--- src/rtl/periph_rst_seq.sv ---
module periph_rst_seq #(
  parameter int unsigned TIMEOUT = 1_000_000
) (
  input  logic       clk,
  input  logic       rst_n,
  input  logic       start_i,
  input  logic       rst_stat_i,
  input  logic       clk_stat_i,
  output logic       rst_req_o,
  output logic       clk_dis_o,
  output logic       rst_rel_o,
  output logic       clk_en_o,
  output logic       busy_o,
  output logic       done_o,
  output logic       err_o,
  output logic [1:0] fail_step_o
);
  localparam int CW = $clog2(TIMEOUT + 1);

  typedef enum logic [1:0] {S_IDLE, S_PULSE, S_WAIT} state_t;

  state_t        state;
  logic [1:0]    step;
  logic [CW-1:0] cnt;
  logic [1:0]    rs_q, cs_q;
  logic          met, pulse_on;

  always_ff @(posedge clk or negedge rst_n)
    if (!rst_n) begin
      rs_q <= '0;
      cs_q <= '0;
    end else begin
      rs_q <= {rs_q[0], rst_stat_i};
      cs_q <= {cs_q[0], clk_stat_i};
    end

  // even steps watch reset status, odd steps watch clock status
  assign met      = step[0] ? (cs_q[1] == step[1]) : (rs_q[1] == ~step[1]);
  assign pulse_on = (state == S_PULSE);
  assign rst_req_o = pulse_on && step == 2'd0;
  assign clk_dis_o = pulse_on && step == 2'd1;
  assign rst_rel_o = pulse_on && step == 2'd2;
  assign clk_en_o  = pulse_on && step == 2'd3;
  assign busy_o    = (state != S_IDLE);

  always_ff @(posedge clk or negedge rst_n)
    if (!rst_n) begin
      state       <= S_IDLE;
      step        <= 2'd0;
      cnt         <= '0;
      done_o      <= 1'b0;
      err_o       <= 1'b0;
      fail_step_o <= 2'd0;
    end else begin
      done_o <= 1'b0;
      case (state)
        S_IDLE:
          if (start_i) begin
            state       <= S_PULSE;
            step        <= 2'd0;
            err_o       <= 1'b0;
            fail_step_o <= 2'd0;
          end
        S_PULSE: begin
          state <= S_WAIT;
          cnt   <= CW'(TIMEOUT);
        end
        S_WAIT:
          if (met) begin
            if (step == 2'd3) begin
              state  <= S_IDLE;
              done_o <= 1'b1;
            end else begin
              step  <= step + 2'd1;
              state <= S_PULSE;
            end
          end else if (cnt <= CW'(1)) begin
            state       <= S_IDLE;
            done_o      <= 1'b1;
            err_o       <= 1'b1;
            fail_step_o <= step;
          end else begin
            cnt <= cnt - CW'(1);
          end
        default: state <= S_IDLE;
      endcase
    end

  AST_REQ_AFTER_START: assert property (@(posedge clk) disable iff (!rst_n)
    rst_req_o |-> $past(state == S_IDLE && start_i));
  AST_DIS_AFTER_REQ: assert property (@(posedge clk) disable iff (!rst_n)
    rst_req_o |=> !clk_dis_o);
  AST_ONE_CTRL: assert property (@(posedge clk) disable iff (!rst_n)
    $countones({rst_req_o, clk_dis_o, rst_rel_o, clk_en_o}) <= 1);
  AST_PULSE_SHORT: assert property (@(posedge clk) disable iff (!rst_n)
    (rst_req_o || clk_dis_o || rst_rel_o || clk_en_o)
      |=> !(rst_req_o || clk_dis_o || rst_rel_o || clk_en_o));
  AST_DONE_SHORT: assert property (@(posedge clk) disable iff (!rst_n)
    done_o |=> !done_o);
  AST_DONE_IDLE: assert property (@(posedge clk) disable iff (!rst_n)
    done_o |-> !busy_o);
  AST_ERR_STICKY: assert property (@(posedge clk) disable iff (!rst_n)
    (err_o && !(state == S_IDLE && start_i)) |=> err_o);
  AST_CNT_BOUND: assert property (@(posedge clk) disable iff (!rst_n)
    state == S_WAIT |-> (cnt >= CW'(1) && cnt <= CW'(TIMEOUT)));
  AST_NO_PULSE_IDLE_ERR: assert property (@(posedge clk) disable iff (!rst_n)
    (state == S_IDLE && err_o && !start_i) |=> !rst_req_o && !clk_en_o);
endmodule

--- config.mk ---
export PLATFORM = sky130hd
export DESIGN_NAME = periph_rst_seq
export DESIGN_NICKNAME = d
export VERILOG_FILES = /design/src/rtl/periph_rst_seq.sv
export SDC_FILE = /design/constraint.sdc
export NUM_CORES = 1
export LEC_CHECK = 0
export ABC_AREA = 1
export CORE_UTILIZATION = 44
export CTS_CLUSTER_DIAMETER = 150
export DETAILED_ROUTE_END_ITERATION = 12
export GPL_TIMING_DRIVEN = 0
export PLACE_DENSITY = 0.61
export SLEW_MARGIN = 20
export SYNTH_ARGS = -nofsm -noshare
export SYNTH_HDL_FRONTEND = slang
export SYNTH_SLANG_ARGS = --single-unit
--- constraint.sdc ---
create_clock -name clk -period 3 [get_ports clk]
set_clock_uncertainty 0.1 [all_clocks]
set_input_delay 0.6 -clock clk [delete_from_list [all_inputs] [get_ports clk]]
set_output_delay 0.6 -clock clk [all_outputs]
set_load 0.02 [all_outputs]
**Word level (Yosys, flattened, before mapping)**

Cells that the tools add are included.

- Register bits: 32
- Bits of input ports: 5
- Logic and storage cells: 63

- $add $sub $neg: 2
- Order comparisons: 1
- Equal/unequal tests: 14
- Multiplexer cells: 24
- Bitwise logic cells: 1
- Reductions and logical operators: 13

Operator list:

| kind | number |
|---|---|
| $mux 20 | 2 |
| $pmux 20 s2 | 1 |
| $le 20x1->1 const B | 1 |
| $sub 20x1->20 const B | 1 |
| $mux 2 | 8 |
| $ne 2x2->1 const B | 6 |
| $mux 1 | 9 |
| $pmux 2 s2 | 2 |
| $reduce_and 4->1 | 2 |
| $eq 2x2->1 const B | 3 |
| $pmux 2 s3 | 1 |
| $reduce_bool 2->1 | 3 |
| $eq 2x1->1 const B | 2 |
| $logic_and 1x1->1 | 4 |
| $logic_not 2->1 | 2 |
| $ne 3x3->1 const B | 1 |
| $reduce_and 3->1 | 1 |
| $add 2x1->2 const B | 1 |
| $eq 1x1->1 | 2 |
| $pmux 1 s2 | 1 |
| $reduce_and 2->1 | 1 |
| $not 1->1 | 1 |

**Logic depth before layout (Yosys ltp)**

- Depth after elaboration: 5
- Gate-level depth with buffers: 12
- Mapped depth without buffers: 11

**Worst setup path after synthesis**

Ideal clock, no wire load.

- Path kind: reg2out
- Start: register state[1]
- End: output port clk_dis_o
- Data arrival time: 1.094 ns
- Data required time: 2.300 ns
- Slack: 1.206 ns
- Cell stages (with the launch flop): 5
- Buffers on the path: 1
- Cells stage by stage: dfrtp_1 -> inv_1 -> nand2_1 -> clkbuf_1 -> nor2_1

- Longest elaborated chain between the ends: 2

RTL lines:

| element | RTL line | text |
|---|---|---|
| from (decl) | 22 | `state_t state;` |
| from (signal assigned) | 48 | `state <= S_IDLE;` |
| from (signal assigned) | 59 | `state <= S_PULSE;` |
| from (signal assigned) | 65 | `state <= S_WAIT;` |
| $eq 2x1->1 | 39 | `assign pulse_on = (state == S_PULSE);` |
| $logic_and 1x1->1 | 41 | `assign clk_dis_o = pulse_on && step == 2'd1;` |
| to (decl) | 10 | `output logic clk_dis_o,` |

No other way between the ends.

**Final worst setup path**

- Start: register state[1]
- End: output port clk_en_o

- Longest elaborated chain between the ends: 2

RTL lines:

| element | RTL line | text |
|---|---|---|
| $eq 2x1->1 | 39 |  |
| $logic_and 1x1->1 | 43 | `assign clk_en_o = pulse_on && step == 2'd3;` |
| to (decl) | 12 | `output logic clk_en_o,` |

No other way between the ends.

==> key figures <==
Die
  • Floorplan row count: 24
  • Top Ports: 14
  • Die Y-Extent: between 60 and 70 um
  • Starting utilization of the core area: 45.9%
  • Horizontal die dimension: just under 70 um
  • Placeable Area: between 4000 and 5000 um^2
  • Floorplan die area: ~4800 um^2

STA
  • Final Cycle Share: between 80% and 90%
  • Actual slew at the worst max-slew pin: between 500 and 600 ps
  • Slew Limit Headroom: 64.2%
  • Number of setup violations in the final report: 0
  • Final Hold Vio Count: 0
  • Setup Total Neg Slack: 0 ps
  • Setup repair after global routing missed its margin: false
  • Max Clock Freq: 373 MHz
  • Max-slew violation count: 0
  • Min Clock Period, post-route: between 2000 and 3000 ps

Placed design
  • DP Wirelength: around 3.4 mm
  • Number of placed instances with taps included: about 350
  • Global placement routability congestion: 0.904
  • Port-buffer cells: 13

CTS
  • Setup Buffers After CTS: 0
  • CTS sink count: 32
  • Worst-case clock buffer depth: 2
  • Hold Buf Count CTS: 0
  • Number of buffers created by CTS: 5
  • Clock slew at reported path FFs: 70 ps
  • Root buffer selected by CTS: clkbuf_8
  • Clock tree from TritonCTS: yes
  • Number of gates resized after cts: 0
  • Insertion delay to the later sink of the worst-skew pair: roughly 290 ps
  • H-tree levels: 2

GRT
  • GR Layer Usage met2: around a third
  • Vias in the first global route: 1703
  • Number of antenna violations at the first check in global routing: 0
  • Global-route total usage across every layer: between 20% and 30%
  • Pin count of the biggest net entering global routing: 18
  • Met3 track demand over resource: 3.05%
  • Global-route wire length before repair: between 7 and 8 mm
  • Busiest layer in global routing: met2
  • GR Util met1: 26.3%
  • Overflow left after global routing: 0

Setup path
  • Slowest-stage cell, CP: clkdlybuf4s50_1
  • Type of the setup path with the least slack: flop to primary output
  • Data required time of the worst path: 2300 ps
  • Critical path fanouts, max: 10
  • Worst path cell trace: inv_1 > nand2_1 > clkbuf_1 > nor2_1 > clkdlybuf4s50_1
  • Type of element launching the critical path: flop
  • Max incr delay on CP: just over 600 ps
  • Critical path endpoint category: primary output
  • Arrival @ worst endpoint: 1980 ps

Detailed routing
  • Iter 0 DRT Violations: roughly 120
  • Antenna-violating nets left: 0
  • Router iterations before antenna repair: 4
  • Final wirelength: between 4 and 5 mm
  • Wirelength per Cell: roughly 13 um
  • Vias per cell: ~4.9
  • Via count: roughly 1700
  • Post-route DRC: 0

Power
  • Ratio of total power to cell area: 1040 nW/um^2
  • Overall power of the completed layout: between 2000 and 2500 uW
  • Reported leakage power: about 0.0012 uW
  • Maximum vdd drop: 0.464 mV

Finish
  • Area growth syn-to-layout: 15.7%
  • Final-stage net count: between 300 and 400
  • Layout cells sized above 1: 9.87%
  • Final Non-Filler Cells: approximately 360
  • Number of antenna diodes: 0
  • Combined area of the multi-input logic cells: 1030 um^2
  • Number of filler instances in the final layout: between 400 and 500
  • Sequential standard cell area: between 800 and 900 um^2

Logic synthesis
  • Per-instance average area after synthesis: ~7 um^2
  • Number of distinct library cells after synthesis: 25
  • Number of synthesized register bits: 32
  • Sequential-to-total area share from yosys stat: 40.1%
  • Cell area after synthesis: approximately 2000 um^2
  • Post-synthesis net count: 294
  • Post-Syn Instances: 283
  • Synth Warn #: 0

Worst hold path
  • Worst Hold Class: primary input to async pin

Run
  • Max-capacitance violation count: 0

Outcome
  • Result of the run: finished clean
-- cell families after synthesis --
group	synth area share, %
XOR/XNOR	3.44
flip-flops	40.1
AND/OR/NAND/NOR	42.8
adder cells (fa/ha/maj)	3.75
buffers and inverters	8.26
AO/OA/AOI/OAI	1.69
-- worst paths after layout --
check | start | end | slack (ps) | cells after the start
hold reg to reg | cs_q[0] | cs_q[1] | 250 | 0
min in group clk | cs_q[0] | cs_q[1] | 250 | 0
setup reg to reg | cnt[0] | cnt[16] | 990 | 11
hold / removal | rst_n | cnt[8] | 140 | 1
setup / recovery | state[1] | clk_en_o | 320 | 5
max in group asynchronous | rst_n | cnt[18] | 2230 | 2
-- through the flow --
stage               setup WS, ps  hold slack [ps]  util [%]  instance area, um^2
floorplan                   1210              204         -                 2000
global placement             552              232      50.4                 2190
detailed placement           630              241      50.9                 2220
CTS                          298              155      53.1                 2310
global route                 168              174      53.1                 2310
finish                       322              143      53.1                 2310
-- synth_stat cells (all sizes together) --
| cell | count | area (um^2) |
|---|---|---|
| o21ai | 5 | 28.8 |
| nand3 | 45 | 238 |
| or2 | 1 | 6.26 |
| xnor2 | 4 | 35.0 |
| a21oi | 1 | 5.00 |
| xor2 | 3 | 33.8 |
| buf | 4 | 40.0 |
| nand3b | 1 | 7.51 |
| nor3b | 1 | 7.51 |
| inv | 29 | 109 |
| nand4 | 4 | 25.0 |
| nor2 | 48 | 185 |
| dfrtp | 32 | 801 |
| ha | 6 | 75.1 |
| clkbuf | 4 | 16.3 |
| nand2 | 95 | 387 |
-- power by group --
group | internal [uW] | leakage, uW | switching (uW)
combinational | 470 | 0.000742 | 841
clock | 204 | 0.0000503 | 159
sequential | 567 | 0.000411 | 161
total | 1240 | 0.00120 | 1160
-- layout by cell type (no fill, tap or decap), drive strengths merged, types with 3 or more instances in the layout --
| cell type | instances |
|---|---|
| o21ai | 5 |
| inv | 29 |
| xnor2 | 4 |
| buf | 6 |
| xor2 | 3 |
| nand4 | 4 |
| nand3 | 45 |
| ha | 6 |
| dfrtp | 32 |
| clkdlybuf4s50 | 12 |
| clkbuf | 11 |
| nor2 | 48 |
| nand2 | 95 |
-- critical path: cells and delay by family (launching register included) --
family                 cells  cell delay, ps
flip-flops                 1             380
AND/OR/NAND/NOR            2             340
buffers and inverters      3             980
-- final cells by class --
| class | count | share of cell area (%) |
|---|---|---|
| Buffer | 8 | 2.43 |
| Clock buffer | 7 | 4.16 |
| Inverter | 29 | 4.71 |
| Multi-Input combinational cell | 214 | 44.7 |
| Sequential cell | 32 | 34.6 |
| Tap cell | 52 | 2.81 |
| Timing Repair Buffer | 14 | 6.60 |
-- layer usage --
layer / share of wire [%] / vias up / wire length [um]
met5: 0 / - / 0
met4: 2.1 / 0 / 92
met3: 2.4 / 8 / 105
met2: 46 / 22 / 2060
met1: 49 / 779 / 2200
li1: - / 924 / -
-- flip-flops by register name (all words and copies together) (netlist names) --
register	flops
cnt	20
cs_q	2
fail_step_o	2
state	2
step	2
err_o	1
done_o	1
rs_q	2
Note: power is estimated with default switching activity, not from simulation.
